==> src/rtl/dma_seq_pkg.sv <==
package dma_seq_pkg;

  typedef enum logic [2:0] {
    S_IDLE,
    S_FETCH,
    S_EVAL,
    S_ISSUE,
    S_WAIT
  } seq_state_e;

  // Burst size for a given remaining word count and burst cap.
  function automatic int unsigned burst_of(input int unsigned remaining,
                                           input int unsigned cap);
    return (remaining < cap) ? remaining : cap;
  endfunction

endpackage

==> src/rtl/dma_seq_cursor.sv <==
module dma_seq_cursor
  import dma_seq_pkg::*;
#(
  parameter int ADDR_W    = 16,
  parameter int LEN_W     = 12,
  parameter int BURST_MAX = 8,
  parameter int BLEN_W    = $clog2(BURST_MAX + 1)
) (
  input  logic              clk,
  input  logic              rst_n,
  input  logic              clr,
  input  logic              load,
  input  logic              step,
  input  logic [ADDR_W-1:0] ld_tgt,
  input  logic [LEN_W-1:0]  ld_len,
  input  logic [ADDR_W-1:0] ld_next,
  input  logic              ld_hirq,
  input  logic              ld_last,
  output logic [ADDR_W-1:0] cur_addr,
  output logic [LEN_W-1:0]  remain,
  output logic [BLEN_W-1:0] burst,
  output logic [ADDR_W-1:0] next_ptr,
  output logic              hirq,
  output logic              last
);

  assign burst = BLEN_W'(burst_of(32'(remain), BURST_MAX));

  always_ff @(posedge clk) begin
    if (!rst_n || clr) begin
      cur_addr <= '0;
      remain   <= '0;
      next_ptr <= '0;
      hirq     <= 1'b0;
      last     <= 1'b0;
    end else if (load) begin
      cur_addr <= ld_tgt;
      remain   <= ld_len;
      next_ptr <= ld_next;
      hirq     <= ld_hirq;
      last     <= ld_last;
    end else if (step) begin
      cur_addr <= cur_addr + ADDR_W'(burst);
      remain   <= remain - LEN_W'(burst);
    end
  end

  // a completed burst always moves a nonzero amount
  a_r4_step_nonzero: assert property (@(posedge clk) disable iff (!rst_n)
    step |-> burst != '0);

  // the remaining count only grows when a descriptor is loaded
  a_r3_fill_monotone: assert property (@(posedge clk) disable iff (!rst_n)
    (!load && !clr) |=> remain <= $past(remain));

endmodule

==> src/rtl/dma_seq_status.sv <==
module dma_seq_status (
  input  logic       clk,
  input  logic       rst_n,
  input  logic       set_hirq,
  input  logic       set_end,
  input  logic [1:0] clr,
  output logic [1:0] stat,
  output logic       irq
);

  logic [1:0] stat_q;

  always_ff @(posedge clk) begin
    if (!rst_n) stat_q <= '0;
    else        stat_q <= (stat_q & ~clr) | {set_end, set_hirq};
  end

  assign stat = stat_q;
  assign irq  = |stat_q;

  // status bits hold until written with a one
  a_r9_sticky_hirq: assert property (@(posedge clk) disable iff (!rst_n)
    (stat_q[0] && !clr[0]) |=> stat_q[0]);
  a_r9_sticky_end: assert property (@(posedge clk) disable iff (!rst_n)
    (stat_q[1] && !clr[1]) |=> stat_q[1]);
  // a clear without a concurrent set empties the bit
  a_r9_clear_hirq: assert property (@(posedge clk) disable iff (!rst_n)
    (clr[0] && !set_hirq) |=> !stat_q[0]);

endmodule

==> src/rtl/dma_chain_seq.sv <==
module dma_chain_seq
  import dma_seq_pkg::*;
#(
  parameter int ADDR_W    = 16,
  parameter int LEN_W     = 12,
  parameter int BURST_MAX = 8
) (
  input  logic                        clk,
  input  logic                        rst_n,
  input  logic                        en,
  input  logic                        chan_rst,
  input  logic [ADDR_W-1:0]           base_addr,
  input  logic [1:0]                  stat_clr,
  output logic                        desc_req,
  output logic [ADDR_W-1:0]           desc_addr,
  input  logic                        desc_vld,
  input  logic [2*ADDR_W+LEN_W+1:0]   desc_data,
  output logic                        xfer_req,
  output logic [ADDR_W-1:0]           xfer_addr,
  output logic [$clog2(BURST_MAX+1)-1:0] xfer_len,
  input  logic                        xfer_ack,
  input  logic                        xfer_done,
  output logic [LEN_W-1:0]            fill_lvl,
  output logic [1:0]                  stat,
  output logic                        irq,
  output logic                        run
);

  localparam int BLEN_W   = $clog2(BURST_MAX + 1);
  localparam int LEN_LO   = ADDR_W;
  localparam int NEXT_LO  = ADDR_W + LEN_W;
  localparam int HIRQ_BIT = 2 * ADDR_W + LEN_W;
  localparam int LAST_BIT = HIRQ_BIT + 1;

  seq_state_e        state;
  logic              en_q;
  logic [ADDR_W-1:0] ptr;

  logic [ADDR_W-1:0] cur_addr, next_ptr;
  logic [LEN_W-1:0]  remain;
  logic [BLEN_W-1:0] burst;
  logic              cur_hirq, cur_last;

  // Named internal events
  logic ev_start, ev_desc_load, ev_burst_done, ev_desc_fin, ev_list_end;

  assign ev_start      = en && !en_q;
  assign ev_desc_load  = !chan_rst && state == S_FETCH && en && desc_vld;
  assign ev_burst_done = !chan_rst && state == S_WAIT && xfer_done;
  assign ev_desc_fin   = !chan_rst && state == S_EVAL && remain == '0;
  assign ev_list_end   = ev_desc_fin && cur_last;

  always_ff @(posedge clk) begin
    if (!rst_n) begin
      state <= S_IDLE;
      en_q  <= 1'b0;
      ptr   <= '0;
    end else begin
      en_q <= en;
      if (chan_rst) begin
        state <= en ? S_FETCH : S_IDLE;
        ptr   <= base_addr;
      end else begin
        unique case (state)
          S_IDLE: if (ev_start) begin
            state <= S_FETCH;
            ptr   <= base_addr;
          end
          S_FETCH: begin
            if (!en)          state <= S_IDLE;
            else if (desc_vld) state <= S_EVAL;
          end
          S_EVAL: begin
            if (remain == '0) begin
              if (cur_last || !en) state <= S_IDLE;
              else begin
                state <= S_FETCH;
                ptr   <= next_ptr;
              end
            end else if (!en) state <= S_IDLE;
            else              state <= S_ISSUE;
          end
          S_ISSUE: if (xfer_ack)  state <= S_WAIT;
          S_WAIT:  if (xfer_done) state <= S_EVAL;
          default: state <= S_IDLE;
        endcase
      end
    end
  end

  dma_seq_cursor #(
    .ADDR_W(ADDR_W), .LEN_W(LEN_W), .BURST_MAX(BURST_MAX), .BLEN_W(BLEN_W)
  ) u_cursor (
    .clk      (clk),
    .rst_n    (rst_n),
    .clr      (chan_rst),
    .load     (ev_desc_load),
    .step     (ev_burst_done),
    .ld_tgt   (desc_data[ADDR_W-1:0]),
    .ld_len   (desc_data[NEXT_LO-1:LEN_LO]),
    .ld_next  (desc_data[HIRQ_BIT-1:NEXT_LO]),
    .ld_hirq  (desc_data[HIRQ_BIT]),
    .ld_last  (desc_data[LAST_BIT]),
    .cur_addr (cur_addr),
    .remain   (remain),
    .burst    (burst),
    .next_ptr (next_ptr),
    .hirq     (cur_hirq),
    .last     (cur_last)
  );

  dma_seq_status u_status (
    .clk      (clk),
    .rst_n    (rst_n),
    .set_hirq (ev_desc_fin && cur_hirq),
    .set_end  (ev_list_end),
    .clr      (stat_clr),
    .stat     (stat),
    .irq      (irq)
  );

  assign desc_req  = state == S_FETCH;
  assign desc_addr = ptr;
  assign xfer_req  = state == S_ISSUE;
  assign xfer_addr = cur_addr;
  assign xfer_len  = burst;
  assign fill_lvl  = remain;
  assign run       = state != S_IDLE;

  // descriptor request holds its address until data arrives
  a_r2_desc_hold: assert property (@(posedge clk) disable iff (!rst_n)
    (desc_req && !desc_vld && en && !chan_rst) |=> (desc_req && $stable(desc_addr)));

  // burst request holds until acknowledged
  a_r4_xfer_hold: assert property (@(posedge clk) disable iff (!rst_n)
    (xfer_req && !xfer_ack && !chan_rst) |=>
      (xfer_req && $stable(xfer_addr) && $stable(xfer_len)));

  // burst length is nonzero and never exceeds what is left
  a_r4_len_bound: assert property (@(posedge clk) disable iff (!rst_n)
    xfer_req |-> (xfer_len != '0 && 32'(xfer_len) <= 32'(fill_lvl)));

  // end of chain leaves the channel idle
  a_r8_stop: assert property (@(posedge clk) disable iff (!rst_n)
    ev_list_end |=> !run);

  // no new burst request is raised while the enable is low
  a_r10_no_new_req: assert property (@(posedge clk) disable iff (!rst_n)
    (!en && !xfer_req && !chan_rst) |=> !xfer_req);

  // reset with enable high refetches from the base address
  a_r11_restart: assert property (@(posedge clk) disable iff (!rst_n)
    (chan_rst && en) |=> (desc_req && desc_addr == $past(base_addr) && fill_lvl == '0));

endmodule

==> config.mk <==
export PLATFORM = sky130hd
export DESIGN_NAME = dma_chain_seq
export DESIGN_NICKNAME = d
export VERILOG_FILES = /design/src/rtl/dma_seq_pkg.sv /design/src/rtl/dma_seq_cursor.sv /design/src/rtl/dma_seq_status.sv /design/src/rtl/dma_chain_seq.sv
export SDC_FILE = /design/constraint.sdc
export NUM_CORES = 1
export LEC_CHECK = 0
export BUFFER_PORTS_ARGS = -buffer_cell sky130_fd_sc_hd__buf_2
export CAP_MARGIN = 25
export CORE_ASPECT_RATIO = 1.1
export CORE_MARGIN = 10
export CORE_UTILIZATION = 50
export CTS_CLUSTER_SIZE = 20
export DETAILED_ROUTE_END_ITERATION = 7
export PLACE_DENSITY = 0.81
export REMOVE_ABC_BUFFERS = 1
export SLEW_MARGIN = 20
export SYNTH_ARGS = -nofsm -noshare
export SYNTH_HDL_FRONTEND = slang
export SYNTH_SLANG_ARGS = --single-unit
==> constraint.sdc <==
create_clock -name clk -period 3.15 [get_ports clk]
set_input_delay 0.7875 -clock clk [delete_from_list [all_inputs] [get_ports clk]]
set_output_delay 0.7875 -clock clk [all_outputs]
set_load 0.1 [all_outputs]
[After elaboration in Yosys (flattened, before gate mapping)]
Index checks and enable logic that the tools add are counted.
Storage, ports and cells
  bits in registers: 68
  bits of input ports: 71
Cells by class
  add/sub/neg operators: 2
  order comparisons: 1
  eq/ne operators: 10
  muxes and demuxes: 21
  bitwise logic cells: 3
  reduce and logical (&&, ||, !) cells: 24
Operators with widths (count)
  16-bit 2-to-1 mux: 6
  16-bit case mux with 2 select lines: 1
  12-bit 2-to-1 mux: 2
  3-bit 2-to-1 mux: 7
  16-bit by 4-bit adder with 16-bit output: 1
  3-bit case mux with 5 select lines: 1
  12-bit zero test: 1
  12-bit by 4-bit less-than comparator with 1-bit output, second input constant: 1
  12-bit by 4-bit subtractor with 12-bit output: 1
  1-bit logical AND: 10
  3-bit inequality test, second input constant: 3
  4-bit AND reduction: 2
  3-bit by 2-bit equality test with 1-bit output, second input constant: 2
  3-bit by 2-bit inequality test with 1-bit output, second input constant: 2
  3-bit nonzero test: 2
  1-bit zero test: 4
  4-bit 2-to-1 mux: 1
  4-bit by 3-bit inequality test with 1-bit output, second input constant: 1
  3-bit by 1-bit equality test with 1-bit output, second input constant: 1
  3-bit equality test, second input constant: 1
  3-bit zero test: 1
  2-bit AND: 1
  1-bit logical OR: 2
  1-bit 2-to-1 mux: 2
  5 further kinds: 5

[Longest topological paths before layout]
Gate-level depths: netlist (run 1).
  word-level depth: 6
  mapped depth: 12

[Modules after synthesis]
From an unflattened synthesis (run 1), not the netlist that was laid out.
Unflattened totals
  cells, all modules: 422
  area, all modules: 3833.7 um^2
By module, submodules not included
  dma_seq_cursor: instances 1, cells each 285, area each 2438.6 um^2, seq. area each 920.9 um^2
  dma_chain_seq: instances 1, cells each 130, area each 1306.3 um^2, seq. area each 400.4 um^2
  dma_seq_status: instances 1, cells each 7, area each 88.8 um^2, seq. area each 40.0 um^2

[Worst setup path before layout (run 1)]
OpenSTA, ideal clock, no wires.
  path type: flip-flop to flip-flop
  from: register u_cursor.remain[5]
  to: register u_cursor.cur_addr[6]
  arrival: 3.912 ns
  data required time: 3.080 ns
  setup slack: -0.833 ns
  cell stages (with the launch flop): 13
  period minus slack after synthesis: 3.983 ns
  path through: dfxtp_1 > nor4_4 > nand2_2 > nor3_4 > and2_1 > ha_1 > inv_1 > fa_1 > nand2b_1 > a21oi_1 > nand4_1 > xor2_1 > a21oi_1
Between the ends
  cells in the longest elaborated chain, start to end: 5
RTL lines
  from (decl): line dma_seq_cursor.sv:20  | output logic [LEN_W-1:0] remain,
  from (signal assigned): line dma_seq_cursor.sv:38  | remain <= ld_len;
  from (signal assigned): line dma_seq_cursor.sv:44  | remain <= remain - LEN_W'(burst);
  12-bit by 4-bit less-than comparator with 1-bit output: line dma_seq_pkg.sv:14  | return (remaining < cap) ? remaining : cap;
  4-bit 2-to-1 mux: line dma_seq_pkg.sv:14
  via xfer_len[0]: line dma_chain_seq.sv:20  | output logic [$clog2(BURST_MAX+1)-1:0] xfer_len,
  16-bit by 4-bit adder with 16-bit output: line dma_seq_cursor.sv:43  | cur_addr <= cur_addr + ADDR_W'(burst);
  16-bit 2-to-1 mux: line dma_seq_cursor.sv:42  | end else if (step) begin
  16-bit 2-to-1 mux: line dma_seq_cursor.sv:36  | end else if (load) begin
  to (signal assigned): line dma_seq_cursor.sv:37  | cur_addr <= ld_tgt;
  to (signal assigned): line dma_seq_cursor.sv:43
  to (decl): line dma_seq_cursor.sv:19  | output logic [ADDR_W-1:0] cur_addr,
The timed path passes the listed nets, and every way through them passes these cells. The select of a mux whose other input is x is not followed.
A chain may end at the register's enable or synchronous reset.

[Worst setup path after layout (run 1)]
  from: register u_cursor.remain[6]
  to: register u_cursor.cur_addr[6]
Between the ends
  cells in the longest elaborated chain, start to end: 5
RTL lines (line)
  12-bit by 4-bit less-than comparator with 1-bit output: dma_seq_pkg.sv:14
  4-bit 2-to-1 mux: dma_seq_pkg.sv:14
  16-bit by 4-bit adder with 16-bit output: dma_seq_cursor.sv:43
  16-bit 2-to-1 mux: dma_seq_cursor.sv:42
  16-bit 2-to-1 mux: dma_seq_cursor.sv:36
No other way between the ends. The select of a mux whose other input is x is not followed.

==> results of run 1 <==
[cell type report]
type                       count  area [um^2]
fill                         595         2360
sequential                    68         1360
antenna                        1         2.50
multi-input combinational    309         1940
inverter                      10         37.5
tap                           82          103
clock buffer                  10          138
clock inverter                 6         40.0
timing repair buffer         132          681
[cell usage in the layout (no fill, tap or decap), types with 2 or more instances in the layout]
cell,netlist,layout
buf_4,1,8
dfxtp_1,68,68
o21ai_1,23,23
nand2_1,67,67
clkinv_4,0,2
a221oi_1,2,2
clkbuf_8,0,10
a22oi_1,3,3
nor4_1,3,2
o21ai_0,8,8
mux2i_1,16,16
a31oi_1,5,5
o211a_1,16,16
a21oi_1,48,47
nand3b_1,2,2
and2_1,5,5
xor2_1,12,12
nor3_1,5,4
a211oi_1,2,2
and3_1,4,4
nand4_1,9,9
nor2b_1,5,5
nor3_4,2,2
inv_1,8,8
ha_1,5,5
nand3_1,9,9
nor2_1,17,17
clkinv_2,0,3
buf_2,7,124
a32oi_1,3,3
or3_1,4,4
nand2b_1,7,7
o211ai_1,3,3
[cells by family after synthesis]
logic type | after synthesis | share of synthesized area [%]
AOI/OAI and AO/OA | 125 | 23.4
adders and majority gates | 6 | 2.39
DFF | 68 | 39.4
xor gates and xnor gates | 13 | 3.29
other | 1 | 0.109
muxes | 16 | 4.63
buffers and inverters | 37 | 5.03
and+or+nand+nor | 148 | 21.8
[path summary, 6_finish.rpt]
path | endpoint | slack [ps] | startpoint | cells past startpoint
max | u_cursor.cur_addr[6] | 260 | u_cursor.remain[6] | 12
max reg2reg | u_cursor.cur_addr[6] | 260 | u_cursor.remain[6] | 12
min | u_cursor.next_ptr[13] | 460 | u_cursor.next_ptr[13] | 2
min reg2reg | u_cursor.next_ptr[13] | 460 | u_cursor.next_ptr[13] | 2
[sequential cells by signal, summed over array words and instances (netlist names)]
register / flops
u_cursor.cur_addr: 16
u_cursor.hirq: 1
en_q: 1
state: 3
u_cursor.remain: 12
u_cursor.next_ptr: 16
u_status.stat: 2
desc_addr: 16
u_cursor.last: 1
[power groups by stage]
stage          Clock (uW)  Combinational (uW)  Sequential [uW]
4_1_cts               664                 367              899
3_3_place_gp            0                 361              917
3_5_place_dp            0                 366              919
2_1_floorplan           0                 115             1060
5_1_grt               692                 388              902
6_report              647                 366              900
[metrics by stage]
stage,hold WS (ps),cell area (um^2),setup WS [ps]
global placement,443,4120,303
detailed placement,449,4120,182
global route,488,4310,58.4
floorplan,436,3320,-843
finish,460,4310,261
CTS,461,4290,51.9
[worst reg2reg max path: stages (launching register included)]
cell      delay, ps
dfxtp_1         390
nor3_4          350
nand2_2         120
nor3_4          180
and2_1          180
ha_1            200
inv_1            70
fa_1            370
nand2b_1        200
a21oi_4         230
nand4_1         170
xor2_1          200
a21oi_1          90
[what timing repair did]
action | in CTS | in global routing
hold endpoints to repair | 0 | 0
gates resized for setup | 0 | 2
hold buffers | 0 | 0
setup buffers | 0 | 0
endpoints found under the setup margin | 0 | 5
[routing by layer]
layer | track usage [%] | part of all wire [%] | up-vias
met2 | 32.9 | 52 | 116
met3 | 5.78 | 7.3 | 16
met4 | 8.81 | 2.2 | 0
met1 | 19.5 | 39 | 1642
met5 | 0 | 0 | -
li1 | - | - | 1718
==> flow_summary.ini, run 1 <==
[status]
status = completed

[clock_network]
cts_max_level = 3
ctsRootBufferMaster = clkbuf_8
cts.sinks = 68
clk_pin_slew_ps = 80
cts-buffers-inserted = 9
clock_path_buffers = 2
clk_latency_ps = 340
cts_tree = yes

[critical_path]
path_class = flop to flop
path_buf_inv = 1
cp-end-kind = flop
cp.arrival_ps = 3090
critPathLaunchType = flop
crit_path_max_fanout = 7
cp_top_family = simple AND/OR/NAND/NOR gates
cp.required_ps = 3350
path_cells = nor3_4, nand2_2, nor3_4, and2_1, ha_1, inv_1, fa_1, nand2b_1, a21oi_4, nand4_1, xor2_1, a21oi_1
cp_slowest_cell = dfxtp_1
slowest_delay_ps = 390
cp_common_cell = nor3_4

[finish]
layout-drive-gt1-share_pct = 30.1
post-route-util_pct = 64.6
layout.cells.non_filler = 618
area_delta_synth_final_pct = 24.6
fin_nets = 607

[grt]
grt_overflow_total = 0
antenna_found_initial = 1
grt_pass1_wl_um = 16400
grt_usage_pct = 18.6
grt_start_max_net_pins = 61
first_global_vias = 3549

[route]
vias_per_cell = 5.65
routedWlPerCell_um = 16.7
num_vias = 3492
first_pass_iters = 4
drcViolationCount = 0
ant_nets = 0
finalWirelength_um = 10300
drt_iter0_drc = 220

[power]
p_per_area_nw_per_um2 = 444
swShare_pct = 33.0
ir_drop_mv = 0.333
clkPwrFrac_pct = 33.8
p_leak_uw = 0.00194
p_switching_uw = 631
intPower_uw = 1280
pwr-share-seq_pct = 47.0
combPwrFrac_pct = 19.1
power.total_uw = 1910

[placed_design]
dp.final_hpwl_um = 7520
dp.cells = 601
place.gp.congestion = 0.882
portBuffers = 124

[sta]
max_freq_mhz = 346
finalClockSkew_ps = 10.2
maxSlewHeadroom_pct = 59.6
finalCriticalPeriod_ps = 2890
setup_viol = 0
finalHoldViolCount = 0
period_share_pct = 91.7
rsz0062_at_grt = no
tns_ps = 0
maxSlewViolCount = 0
worstMarginPinSlew_ps = 607

[logic_synthesis]
synth_area_leader_cell = dfxtp_1
postSynthAreaPerCell_um2 = 8.35
synth_edf_count = 0
synth-seq-cells = 68
ys_seq_area_share_pct = 39.4
syn_area_um2 = 3460
synth_top_cell_area_share_pct = 39.4
ys_warn_count = 0
synthTopCellsByCount = dfxtp_1, nand2_1, a21oi_1, o21ai_1, nor2_1
synth_flop_cell = dfxtp_1
synth_most_common_cell = dfxtp_1
ys_async_sr_fraction_pct = 0
syn_inst = 414
yosys-top-cells-area = dfxtp_1, nand2_1, a21oi_1
synthDistinctLibCells = 59

[die]
core-area_um2 = 6670
io_pins = 125
initial_utilization_pct = 51.8
die_h_um = 107
fp.dieW_um = 99.3
die-area_um2 = 10600
num_rows = 31

[hold_path]
holdCritPathClass = flop to flop

[run]
max-cap-violations = 0
(Power assumes the default switching activity.)
==> inputs of run 2 (changes only) <==
--- a/config.mk
+++ b/config.mk
@@ -9,5 +9,4 @@
 export CAP_MARGIN = 25
 export CORE_ASPECT_RATIO = 1.1
-export CORE_MARGIN = 10
 export CORE_UTILIZATION = 50
 export CTS_CLUSTER_SIZE = 20
==> constraint.sdc (replaced) <==
create_clock -name clk -period 3.15 [get_ports clk]
set_input_delay 0.315 -clock clk [delete_from_list [all_inputs] [get_ports clk]]
set_output_delay 0.315 -clock clk [all_outputs]
set_load 0.1 [all_outputs]
==> run 2 against run 1 <==
Sequential cell count unchanged. Via count grew 0.20%. Worst hold slack worse by 260 ps. Sequential share of layout area decreased by 0.48 points. Wire length is 12% lower. Die area down 32%. Global-route usage increased by 7.3 points.
==> flow_summary.ini, run 2 (synthesis results as in run 1) <==
[status]
status = completed

[sta]
maxSlewHeadroom_pct = 62.3
holdWs_ps = 196
finalCriticalPeriod_ps = 2870
setup_viol = 0
max_freq_mhz = 348
tns_ps = 0
rsz0062_at_grt = no
maxSlewViolCount = 0
finalClockSkew_ps = 7.93
finalHoldViolCount = 0
period_share_pct = 91.1
worstMarginPinSlew_ps = 565

[critical_path]
r2r_end = u_cursor.cur_addr[12]
cp-end-kind = flop
cp.required_ps = 3430
path_class = flop to flop
r2r_slack_ps = 280
critPathLaunchType = flop
r2r-start = u_cursor.remain[6]
crit_path_max_fanout = 7
cp.arrival_ps = 3150
rr_worst_depth = 12

[grt]
grt_usage_pct = 25.9
antenna_found_initial = 0
first_global_vias = 3138
grt_pass1_wl_um = 14300
grt_start_max_net_pins = 61
grt_overflow_total = 0

[die]
initial_utilization_pct = 52.1
die_h_um = 89.2
num_rows = 31
fp.dieW_um = 81.3
core-area_um2 = 6630
io_pins = 125
die-area_um2 = 7250

[finish]
final_cell_mix = buf_2, dfxtp_1, nand2_1, a21oi_1, o21ai_1
area_delta_synth_final_pct = 26.5
post-route-util_pct = 65.9
layout-drive-gt1-share_pct = 30.1
final_common_cell = buf_2
fin_nets = 607
n_fill_cell = 574
diodes = 0

[clock_network]
cts-buffers-inserted = 9
cts_hold_buf = 0
cts_max_level = 3
ctsRootBufferMaster = clkbuf_8
cts.sinks = 68
post_cts_buffers = 0
clock_path_buffers = 2
clk_pin_slew_ps = 80
cts_tree = yes
clk_latency_ps = 350

[route]
ant_nets = 0
drt_iter0_drc = 175
first_pass_iters = 4
finalWirelength_um = 9100
routedWlPerCell_um = 14.7
drcViolationCount = 0
vias_per_cell = 5.67
num_vias = 3499

[hold_path]
worstHoldStart = desc_data[31]
holdPathStages = 3
hold_end = u_cursor.next_ptr[3]
holdCritPathClass = primary input to flop

[placed_design]
dp.final_hpwl_um = 6420
place.gp.congestion = 0.863
portBuffers = 124

[power]
p_leak_uw = 0.00197
ir_drop_mv = 0.389
power.total_uw = 2020
p_per_area_nw_per_um2 = 463

[run]
max-cap-violations = 0
==> run 2: changes by cell type in the layout (fill, tap and decap cells not counted), moves of 2 or more <==
| cell | before | now |
|---|---|---|
| clkinv_2 | 3 | 0 |
| clkinv_4 | 2 | 0 |
| buf_16 | 0 | 2 |
| inv_6 | 0 | 3 |
| buf_4 | 8 | 6 |
==> run 2: area by class of cell <==
type                       instances  area, um^2  area share (%)
clock buffer                       9         124            2.83
clock inverter                     7        82.6            1.89
inverter                          10        37.5           0.858
multi-input combinational        309        1940            44.5
sequential                        68        1360            31.1
tap                               82         103            2.35
timing repair buffer             132         721            16.5
==> run 2: where the power goes <==
group | internal (uW) | switching [uW]
Sequential | 882 | 17.1
Combinational | 96.3 | 272
Clock | 379 | 377
Total | 1360 | 667
==> run 2: layer usage <==
metal  track usage, %  wire (um)
met2             43.5       4560
met4             10.4        130
met5                0          0
met3             6.33        583
met1             31.6       3830
==> run 2: critical path: stages (launching register included) <==
cell and delay [ps]:
dfxtp_1 390, nor3_4 340, nand2_2 130, nor3_4 180
and2_1 190, ha_1 220, inv_1 70, fa_1 390
nand2b_1 220, a21oi_4 230, nand3_1 120, xor2_1 180
a21oi_1 150
==> run 2: stage by stage <==
| step | instances | area [um^2] | setup slack [ps] |
|---|---|---|---|
| 2_1_floorplan | 387 | 3320 | -843 |
| 3_3_place_gp | 599 | 4100 | 291 |
| 3_5_place_dp | 600 | 4130 | 128 |
| 4_1_cts | 616 | 4330 | 96.9 |
| 5_1_grt | 617 | 4370 | 68.9 |
| 6_report | 617 | 4370 | 280 |
==> run 2: how the worst max path moves through the flow <==
stage                             to          startpoint  slack (ps)
2_1_floorplan   u_cursor.cur_addr[6]  u_cursor.remain[5]        -840
3_3_place_gp    u_cursor.cur_addr[6]  u_cursor.remain[5]         290
3_5_place_dp   u_cursor.cur_addr[14]  u_cursor.remain[6]         130
4_1_cts        u_cursor.cur_addr[14]  u_cursor.remain[6]         100
5_1_grt        u_cursor.cur_addr[12]  u_cursor.remain[6]          70
6_report       u_cursor.cur_addr[12]  u_cursor.remain[6]         280
==> run 2: repair_timing <==
action / 4_1_cts / 5_1_grt
endpoints found under the setup margin: 0 / 6
gates resized for setup: 0 / 2
hold endpoints to repair: 0 / 0
==> inputs of run 3 (changes only) <==
--- a/config.mk
+++ b/config.mk
@@ -6,4 +6,5 @@
 export NUM_CORES = 1
 export LEC_CHECK = 0
+export ABC_AREA = 1
 export BUFFER_PORTS_ARGS = -buffer_cell sky130_fd_sc_hd__buf_2
 export CAP_MARGIN = 25
@@ -12,4 +13,5 @@
 export CTS_CLUSTER_SIZE = 20
 export DETAILED_ROUTE_END_ITERATION = 7
+export GPL_ROUTABILITY_DRIVEN = 1
 export PLACE_DENSITY = 0.81
 export REMOVE_ABC_BUFFERS = 1
==> constraint.sdc (replaced) <==
create_clock -name clk -period 3.15 [get_ports clk]
set_input_delay 0.7875 -clock clk [delete_from_list [all_inputs] [get_ports clk]]
set_output_delay 0.7875 -clock clk [all_outputs]
set_load 0.1 [all_outputs]
==> run 3 against run 2 <==
Sequential power rose by 0.9%. Cell count rose by 18%. Sequential cell count did not move. Worst hold slack improved by 280 ps. Critical path depth fell by 6. Largest cell class unchanged. Clock power fell by 14%. Largest power group unchanged. Combinational power rose by 24%. Critical path type is now flop to output port.
==> flow_summary.ini, run 3 <==
[status]
status = completed

[finish]
layout-drive-gt1-share_pct = 26.5
area_delta_synth_final_pct = 22.1
final_cell_mix = buf_2, nand2_1, dfxtp_1, nor2_1, inv_1
final_common_cell = buf_2
fin_nets = 716
diodes = 0
stdcell_area_um2 = 4430

[sta]
finalCriticalPeriod_ps = 2690
finalHoldViolCount = 0
maxSlewViolCount = 0
finalClockSkew_ps = 7.34
setup_ws_ps = 458
holdWs_ps = 476
maxSlewHeadroom_pct = 52.6
max_freq_mhz = 371
setup_viol = 0
rsz0062_at_grt = no
worstMarginPinSlew_ps = 707
period_share_pct = 85.5

[logic_synthesis]
synth_compound_gate_area_share_pct = 20.0
synth_edf_count = 0
synth_fa_ha_area_share_pct = 2.27
synthXorXnorAreaFrac_pct = 0.724
postSynthAreaPerCell_um2 = 6.96
synthDistinctLibCells = 46
synth_top_cell_area_share_pct = 37.5
synthTopCellsByCount = nand2_1, dfxtp_1, nor2_1, inv_1, o21ai_0
muxShareOfSynthArea_pct = 0
synth-seq-cells = 68
ys_async_sr_fraction_pct = 0
synth_top_family_by_area = simple AND/OR/NAND/NOR gates
syn_area_um2 = 3630
ys_seq_area_share_pct = 37.5
synthSimpleGateAreaFrac_pct = 29.2
syn_inst = 522
synth_area_leader_cell = dfxtp_1
ys_warn_count = 0
synth_most_common_cell = nand2_1
synth_flop_cell = dfxtp_1
yosys-top-cells-area = dfxtp_1, nand2_1, nor2_1

[route]
num_vias = 3874
finalWirelength_um = 9780
drt_iter0_drc = 168
ant_nets = 0
first_pass_iters = 4
vias_per_cell = 5.33
drcViolationCount = 0
routedWlPerCell_um = 13.5

[clock_network]
cts_max_level = 3
clock_path_buffers = 2
cts.sinks = 68
ctsRootBufferMaster = clkbuf_8
cts_tree = yes
post_cts_buffers = 0
clk_pin_slew_ps = 70
cts_hold_buf = 0
cts-buffers-inserted = 9
clk_latency_ps = 350
ctsResizeCount = 0

[grt]
grt_start_max_net_pins = 54
grt_pass1_wl_um = 16400
grt_overflow_total = 0
grt_usage_pct = 26.5
antenna_found_initial = 0
first_global_vias = 3536

[power]
p_leak_uw = 0.00214
power.total_uw = 2020
p_per_area_nw_per_um2 = 456
ir_drop_mv = 0.320

[die]
initial_utilization_pct = 51.8
core-area_um2 = 7010
fp.dieW_um = 83.3
num_rows = 32
die-area_um2 = 7610
die_h_um = 91.4
io_pins = 125

[critical_path]
path_cells = nor2_2, nand2_2, nor2_4, nand2_4, nor2_1, buf_2
cp-end-kind = output port
cp.arrival_ps = 1900
critPathLaunchType = flop
path_class = flop to output port
cp_top_family = simple AND/OR/NAND/NOR gates
cp.required_ps = 2360
slowest_delay_ps = 480
path_buf_inv = 1
cp_slowest_cell = buf_2
crit_path_max_fanout = 8

[placed_design]
portBuffers = 124
dp.final_hpwl_um = 7080
dp_slack_ps = 493
place_area_um2 = 4260
place.gp.congestion = 0.900

[run]
max-cap-violations = 0

[hold_path]
holdCritPathClass = flop to flop
[run 3: cell types whose count changed after synthesis, moves of 24 or more]
cell / delta
a21oi_1: -24
o21ai_0: +39
nor2_1: +51
inv_1: +44
nand2_1: +40
[run 3: layer usage]
metal | global-route usage, % | wire length [um]
met2 | 44.9 | 4590
met5 | 0 | 0
met4 | 11.1 | 229
met3 | 5.36 | 732
met1 | 32.7 | 4230
[run 3: per-stage QoR]
step,utilization [%],TNS [ps],instances
final,63.2,0,727
after global routing,63.2,0,727
after CTS,63.2,0,727
after detailed placement,60.7,0,713
after global placement,60.7,0,713
after floorplan,-,-19210,497
[run 3: worst paths after layout]
check | cells after the start | to | startpoint | slack (ps)
max reg2reg | 17 | u_cursor.cur_addr[12] | u_cursor.remain[4] | 480
min | 2 | desc_addr[8] | u_cursor.next_ptr[8] | 480
max | 6 | xfer_len[2] | u_cursor.remain[4] | 460
min reg2reg | 2 | desc_addr[8] | u_cursor.next_ptr[8] | 480
[run 3: logic make-up (layout without fill, tap and decap cells)]
group           after synthesis  in the layout
other cells                   1              1
simple gates                240            240
xor+xnor                      3              3
fa+ha+maj                     6              6
buf+inv                      82            202
compound gates              122            122
flops                        68             68
[run 3: where the power goes]
part,internal (uW),total [uW],switching [uW]
Clock,342,654,312
Sequential,889,907,17.7
Combinational,106,459,353
[run 3: worst min-delay path, delay by kind of cell (launching register included)]
kind,cells,cell delay [ps]
flops,1,310
compound gates,1,70
simple gates,1,60
[run 3: cell type report]
type | count | area, um^2
Tap cell | 85 | 106
Timing Repair Buffer | 131 | 673
Clock buffer | 13 | 169
Fill cell | 663 | 2570
Sequential cell | 68 | 1360
Multi-Input combinational cell | 372 | 1900
Inverter | 57 | 214
Clock inverter | 1 | 7.51
